<file path="config.mk">
export PLATFORM = sky130hd
export DESIGN_NAME = t1_chan_sub
export DESIGN_NICKNAME = d
export VERILOG_FILES = /design/src/rtl/t1_sub_pkg.sv /design/src/rtl/t1_sub_cfg.sv /design/src/rtl/t1_sub_path.sv /design/src/rtl/t1_sub_mon.sv /design/src/rtl/t1_chan_sub.sv
export SDC_FILE = /design/constraint.sdc
export NUM_CORES = 1
export LEC_CHECK = 0
export BUFFER_PORTS_ARGS = -buffer_cell sky130_fd_sc_hd__buf_4
export CAP_MARGIN = 15
export CORE_UTILIZATION = 40
export DETAILED_ROUTE_END_ITERATION = 8
export GPL_TIMING_DRIVEN = 0
export PLACE_DENSITY_LB_ADDON = 0.25
export SETUP_SLACK_MARGIN = 0.2
export SLEW_MARGIN = 20
export SYNTH_ARGS = -nofsm -noshare
export SYNTH_HDL_FRONTEND = slang
export SYNTH_SLANG_ARGS = --single-unit
</file>
<file path="constraint.sdc">
create_clock -name clk -period 2.9 [get_ports clk]
set_input_delay 0.58 -clock clk [delete_from_list [all_inputs] [get_ports clk]]
set_output_delay 0.58 -clock clk [all_outputs]
set_load 0.01 [all_outputs]
</file>
<file path="src/rtl/t1_sub_pkg.sv">
package t1_sub_pkg;
    localparam int NUM_CH    = 24;
    localparam int BYTE_W    = 8;
    localparam int CH_W      = $clog2(NUM_CH);
    localparam int ADDR_W    = 3;
    localparam int DATA_W    = NUM_CH;
    localparam int STUFF_BIT = 1;

    typedef logic [BYTE_W-1:0] byte_t;
    typedef logic [CH_W-1:0]   ch_t;
    typedef logic [NUM_CH-1:0] mask_t;

    typedef enum logic [ADDR_W-1:0] {
        REG_IDLE = 3'd0,
        REG_SEL  = 3'd1,
        REG_XPAR = 3'd2,
        REG_MODE = 3'd3,
        REG_MON  = 3'd4
    } reg_addr_e;

    typedef struct packed {
        byte_t idle;
        mask_t sel;
        mask_t xpar;
        logic  loop;
    } cfg_t;

    typedef struct packed {
        logic  valid;
        ch_t   ch;
        byte_t data;
    } lane_t;

    function automatic logic mask_hit(mask_t m, ch_t ch);
        logic hit;
        hit = 1'b0;
        for (int i = 0; i < NUM_CH; i++)
            if (ch == ch_t'(i)) hit = m[i];
        return hit;
    endfunction

    function automatic byte_t zero_stuff(byte_t b, logic exempt);
        byte_t r;
        r = b;
        if (!exempt && b == '0) r[STUFF_BIT] = 1'b1;
        return r;
    endfunction
endpackage

</file>
<file path="src/rtl/t1_sub_cfg.sv">
module t1_sub_cfg
    import t1_sub_pkg::*;
(
    input  logic              clk,
    input  logic              rst,
    input  logic              cfg_we,
    input  logic [ADDR_W-1:0] cfg_addr,
    input  logic [DATA_W-1:0] cfg_wdata,
    input  logic              commit,
    output cfg_t              eff_cfg,
    output cfg_t              act_cfg,
    output ch_t               mon_sel
);
    cfg_t shadow_q, active_q;

    always_ff @(posedge clk) begin
        if (rst) begin
            shadow_q <= '0;
            active_q <= '0;
            mon_sel  <= '0;
        end else begin
            if (commit) active_q <= shadow_q;
            if (cfg_we) begin
                case (reg_addr_e'(cfg_addr))
                    REG_IDLE: shadow_q.idle <= cfg_wdata[BYTE_W-1:0];
                    REG_SEL:  shadow_q.sel  <= cfg_wdata[NUM_CH-1:0];
                    REG_XPAR: shadow_q.xpar <= cfg_wdata[NUM_CH-1:0];
                    REG_MODE: shadow_q.loop <= cfg_wdata[0];
                    REG_MON:  mon_sel       <= cfg_wdata[CH_W-1:0];
                    default:  ;
                endcase
            end
        end
    end

    assign eff_cfg = commit ? shadow_q : active_q;
    assign act_cfg = active_q;
endmodule

</file>
<file path="src/rtl/t1_sub_path.sv">
module t1_sub_path
    import t1_sub_pkg::*;
(
    input  logic  clk,
    input  logic  rst,
    input  lane_t in_lane,
    input  byte_t rx_byte,
    input  cfg_t  cfg,
    output logic  sel_hit,
    output logic  xpar_hit,
    output lane_t out_lane
);
    byte_t picked;

    always_comb begin
        sel_hit  = mask_hit(cfg.sel, in_lane.ch);
        xpar_hit = mask_hit(cfg.xpar, in_lane.ch);
        if (!sel_hit)      picked = in_lane.data;
        else if (cfg.loop) picked = rx_byte;
        else               picked = cfg.idle;
    end

    always_ff @(posedge clk) begin
        if (rst) begin
            out_lane <= '0;
        end else begin
            out_lane.valid <= in_lane.valid;
            out_lane.ch    <= in_lane.ch;
            out_lane.data  <= zero_stuff(picked, xpar_hit);
        end
    end
endmodule

</file>
<file path="src/rtl/t1_sub_mon.sv">
module t1_sub_mon
    import t1_sub_pkg::*;
(
    input  logic  clk,
    input  logic  rst,
    input  logic  in_valid,
    input  ch_t   in_ch,
    input  ch_t   mon_sel,
    input  byte_t rx_byte,
    output byte_t mon_byte
);
    always_ff @(posedge clk) begin
        if (rst)                              mon_byte <= '0;
        else if (in_valid && in_ch == mon_sel) mon_byte <= rx_byte;
    end
endmodule

</file>
<file path="src/rtl/t1_chan_sub.sv">
module t1_chan_sub
    import t1_sub_pkg::*;
(
    input  logic              clk,
    input  logic              rst,
    input  logic              in_valid,
    input  logic              in_fs,
    input  logic [CH_W-1:0]   in_ch,
    input  logic [BYTE_W-1:0] in_byte,
    input  logic [BYTE_W-1:0] rx_byte,
    input  logic              cfg_we,
    input  logic [ADDR_W-1:0] cfg_addr,
    input  logic [DATA_W-1:0] cfg_wdata,
    output logic              out_valid,
    output logic [CH_W-1:0]   out_ch,
    output logic [BYTE_W-1:0] out_byte,
    output logic [BYTE_W-1:0] mon_byte
);
    cfg_t  eff_cfg, act_cfg;
    ch_t   mon_sel;
    lane_t in_lane, out_lane;
    logic  commit, sel_hit, xpar_hit;

    assign commit  = in_valid && in_fs;
    assign in_lane = '{valid: in_valid, ch: in_ch, data: in_byte};

    t1_sub_cfg u_cfg (
        .clk(clk), .rst(rst), .cfg_we(cfg_we), .cfg_addr(cfg_addr),
        .cfg_wdata(cfg_wdata), .commit(commit), .eff_cfg(eff_cfg),
        .act_cfg(act_cfg), .mon_sel(mon_sel)
    );

    t1_sub_path u_path (
        .clk(clk), .rst(rst), .in_lane(in_lane), .rx_byte(rx_byte),
        .cfg(eff_cfg), .sel_hit(sel_hit), .xpar_hit(xpar_hit),
        .out_lane(out_lane)
    );

    t1_sub_mon u_mon (
        .clk(clk), .rst(rst), .in_valid(in_valid), .in_ch(in_ch),
        .mon_sel(mon_sel), .rx_byte(rx_byte), .mon_byte(mon_byte)
    );

    assign out_valid = out_lane.valid;
    assign out_ch    = out_lane.ch;
    assign out_byte  = out_lane.data;
endmodule

</file>
==> metrics.txt <==
Fillers about 1300; initial antenna violation count 0; DRC 0; adder-cell area share of the yosys netlist 0%; Post-Route WL approximately 17000 um; count of cell types in the netlist 58; worst reg2reg path depth 9; multiplexer share of the synthesized area approximately 14%; Slew HR a little under three fifths; DR pass1 iterations 5; Ports 75; Hold Path Cell Cnt 3; CP endpoint kind flip-flop; status finished, final reports clean; Synth Area in Compound Gates between 10% and 20%; CP cell instances buf_4 -> nand2_4 -> buf_6 -> buf_6 -> clkbuf_4 -> mux2i_1 -> nor3_1 -> nor4_1 -> o211ai_1 -> a211o_1 -> o22ai_1; Die ar. between 0.015 and 0.02 mm^2; Post-CTS Setup Inserts 0; CTS Root Cell clkbuf_16; CTS tree done; Critical Path Source Type primary input; Max Cap Viol 0; clk_lat worst skew roughly 0.42 ns; Core Util, Final roughly half; total number of vias ~5000; Critical Path Max Stage Delay 0.36 ns; clk buf depth 2; Hold Fails Final Rpt 0; DIE WIDTH between 100 and 150 um; vias per cell between 5 and 6; CP Capture Point u_path.out_lane[1]; GR Util All Layers approximately 23%; gpl congestion between 0.9 and 1; Synth Register Bits approximately 140; Detailed Place HPWL ~12000 um; Final TNS setup 0 ns; clk sink count between 100 and 150; Mapped Area roughly 0.0059 mm^2; CTS clock-pin slew for the worst setup and hold paths approximately 0.060 ns; 1st-iter DRT viols approximately 440; Worst path slowest cell nor4_1; Cells after DPL slightly above 900; number of global-route vias before repair between 4000 and 5000; largest net degree at the start of global routing 17; multi-input logic area between 0.002 and 0.003 mm^2; Slew Limit Fails 0; Top FF cell, synth dfxtp_1; Initial Util between 40% and 50%; fin crit share ~89%; critical path required time around 3.3 ns; ant diodes 0; I/O Buffers 73; crit path time final 2.59 ns; largest family of logic cells by synthesized area simple AND/OR/NAND/NOR gates; Post-Synthesis Cells slightly below 700; Power Density 615 mW/mm^2; RSZ-0062 raised after global routing false; Synth Area in XOR/XNOR less than 1%; layout cells sized above 1 between 10% and 20%; TritonCTS Buffers 17; Layout Skew between 0.006 and 0.007 ns; nets about 830; Layout Cells excl Fill 963; Most common cell on crit path buf_6; Reg area roughly 0.0028 mm^2; core area around 0.014 mm^2; number of flops mapped to enable cells by yosys 0; per-cell routed wire length between 15 and 20 um; crit-path max FO 10; global-route wire length before repair around 26000 um; Worst EP arrival between 2 and 3 ns; final setup fails 0; GRT overflow 0; DIE HEIGHT roughly 120 um; Seq/Total Area, Yosys 47.9%; Leak Pwr between 0.002 and 0.003 uW; Peak supply drop roughly 0.40 mV; Simple-Gate Fraction of Synth Area around 21%; Synth Net Count approximately 730; Rows 43; finished layout cell area around 0.0073 mm^2; FF-to-FF setup slack 0.59 ns; WHS between 0.4 and 0.5 ns; ys async rst share 0%; fmax ~390 MHz; dpl cell area ~0.0067 mm^2; Worst-Margin Slew approximately 0.67 ns; area grow syn2layout 23.7%; worst setup path startpoint in_valid; R2R Path End u_path.out_lane[1]; Hold Path Class primary input to flip-flop; syn_area_per_cell just under 9 um^2; Setup CP Type primary input to flip-flop; H-tree lvl count 4; R2R Path Start u_cfg.act_cfg[32]; Detail Route Antenna Nets 0; Warnings, synthesis 0
==> cell usage in the layout (no fill, tap or decap), types with 3 or more instances in the layout <==
cell       netlist  routed
dfxtp_1        141     141
nand2_1        130     129
nor2_1          87      87
a21oi_1         82      82
buf_4            4      78
mux2i_1         67      66
clkbuf_1        34      34
nor2b_1         18      18
clkbuf_16        0      17
mux2_2          10      10
nor3_1          11       9
o21ai_0          7       7
clkbuf_8         0       7
nor4_1           5       5
a211oi_1         5       5
buf_2            6       4
or2_2            4       4
nand3_1          4       4
o22ai_1          4       4
xor2_1           4       4
buf_6            3       3
nand2b_1         3       3
o211ai_1         3       3
==> metal layers <==
metal | global-route usage (%) | part of all wire [%] | vias up
met3 | 6.37 | 6.8 | 36
met5 | 0 | 0 | -
met1 | 28.7 | 43 | 2379
met2 | 36.7 | 47 | 195
li1 | - | - | 2492
met4 | 12.2 | 3.1 | 0
==> worst min path at each step <==
stage                             from                  to
floorplan             u_cfg.act_cfg[5]    u_cfg.act_cfg[5]
global placement      u_cfg.act_cfg[5]    u_cfg.act_cfg[5]
detailed placement  u_cfg.shadow_q[42]  u_cfg.shadow_q[42]
CTS                         rx_byte[1]   u_mon.mon_byte[1]
global route             cfg_wdata[19]  u_cfg.shadow_q[20]
finish                      rx_byte[1]   u_mon.mon_byte[1]
==> synthesized netlist by cell type, types with 4 or more instances <==
library cell | count | area [um^2]
xor2_1 | 4 | 35.0
dfxtp_1 | 141 | 2820
a21oi_1 | 82 | 410
nor3_1 | 11 | 55.1
nor2_1 | 87 | 327
or2_2 | 4 | 25.0
a211oi_1 | 5 | 37.5
mux2i_1 | 67 | 671
o21ai_0 | 7 | 35.0
nand3_1 | 4 | 20.0
clkbuf_1 | 34 | 128
buf_4 | 4 | 30.0
nor2b_1 | 18 | 113
nor4_1 | 5 | 31.3
buf_2 | 6 | 30.0
mux2_2 | 10 | 113
o22ai_1 | 4 | 25.0
nand2_1 | 130 | 488
==> worst max-delay path: cells and delay by family <==
family,cells,cell delay (ns)
AO/OA/AOI/OAI,3,0.63
buffers and inverters,4,0.87
multiplexers,1,0.28
AND/OR/NAND/NOR,3,0.55
==> kinds of logic (layout without fill, tap and decap cells) <==
logic type / Yosys count / after routing
and+or+nand+nor: 280 / 280
DFF: 141 / 141
AOI/OAI and AO/OA: 123 / 123
muxes: 80 / 80
buffers and inverters: 51 / 154
xor gates and xnor gates: 5 / 5
==> power by group <==
group	internal [uW]	switching [uW]
Clock	1330	783
Sequential	1980	16.7
Combinational	157	223
==> sequential cells by signal, indices dropped and copies added, names as in the netlist <==
signal,cells
u_cfg.act_cfg,57
u_cfg.mon_sel,5
u_cfg.shadow_q,57
u_mon.mon_byte,8
u_path.out_lane,14
==> metrics by stage <==
step	worst slack, ns	total power (uW)
3_3_place_gp	-0.247	2400
3_5_place_dp	-0.241	2400
5_1_grt	0.205	4640
4_1_cts	0.259	4500
2_1_floorplan	0.409	2230
6_report	0.311	4480
==> cell type report <==
cell class,instances,share of cell area (%)
well taps,180,3.09
clock buffers,25,7.21
multi-input cells,488,39.3
clock inverters,5,0.756
flip-flops and latches,141,38.7
inverters,2,0.103
plain buffers,49,3.25
repair buffers,73,7.52
==> what timing repair did <==
item | 4_1_cts | 5_1_grt
gates resized for setup | 1 | 13
hold buffers | 0 | 0
endpoints found under the setup margin | 1 | 8
No activity file was read; power rests on OpenSTA's default activity.
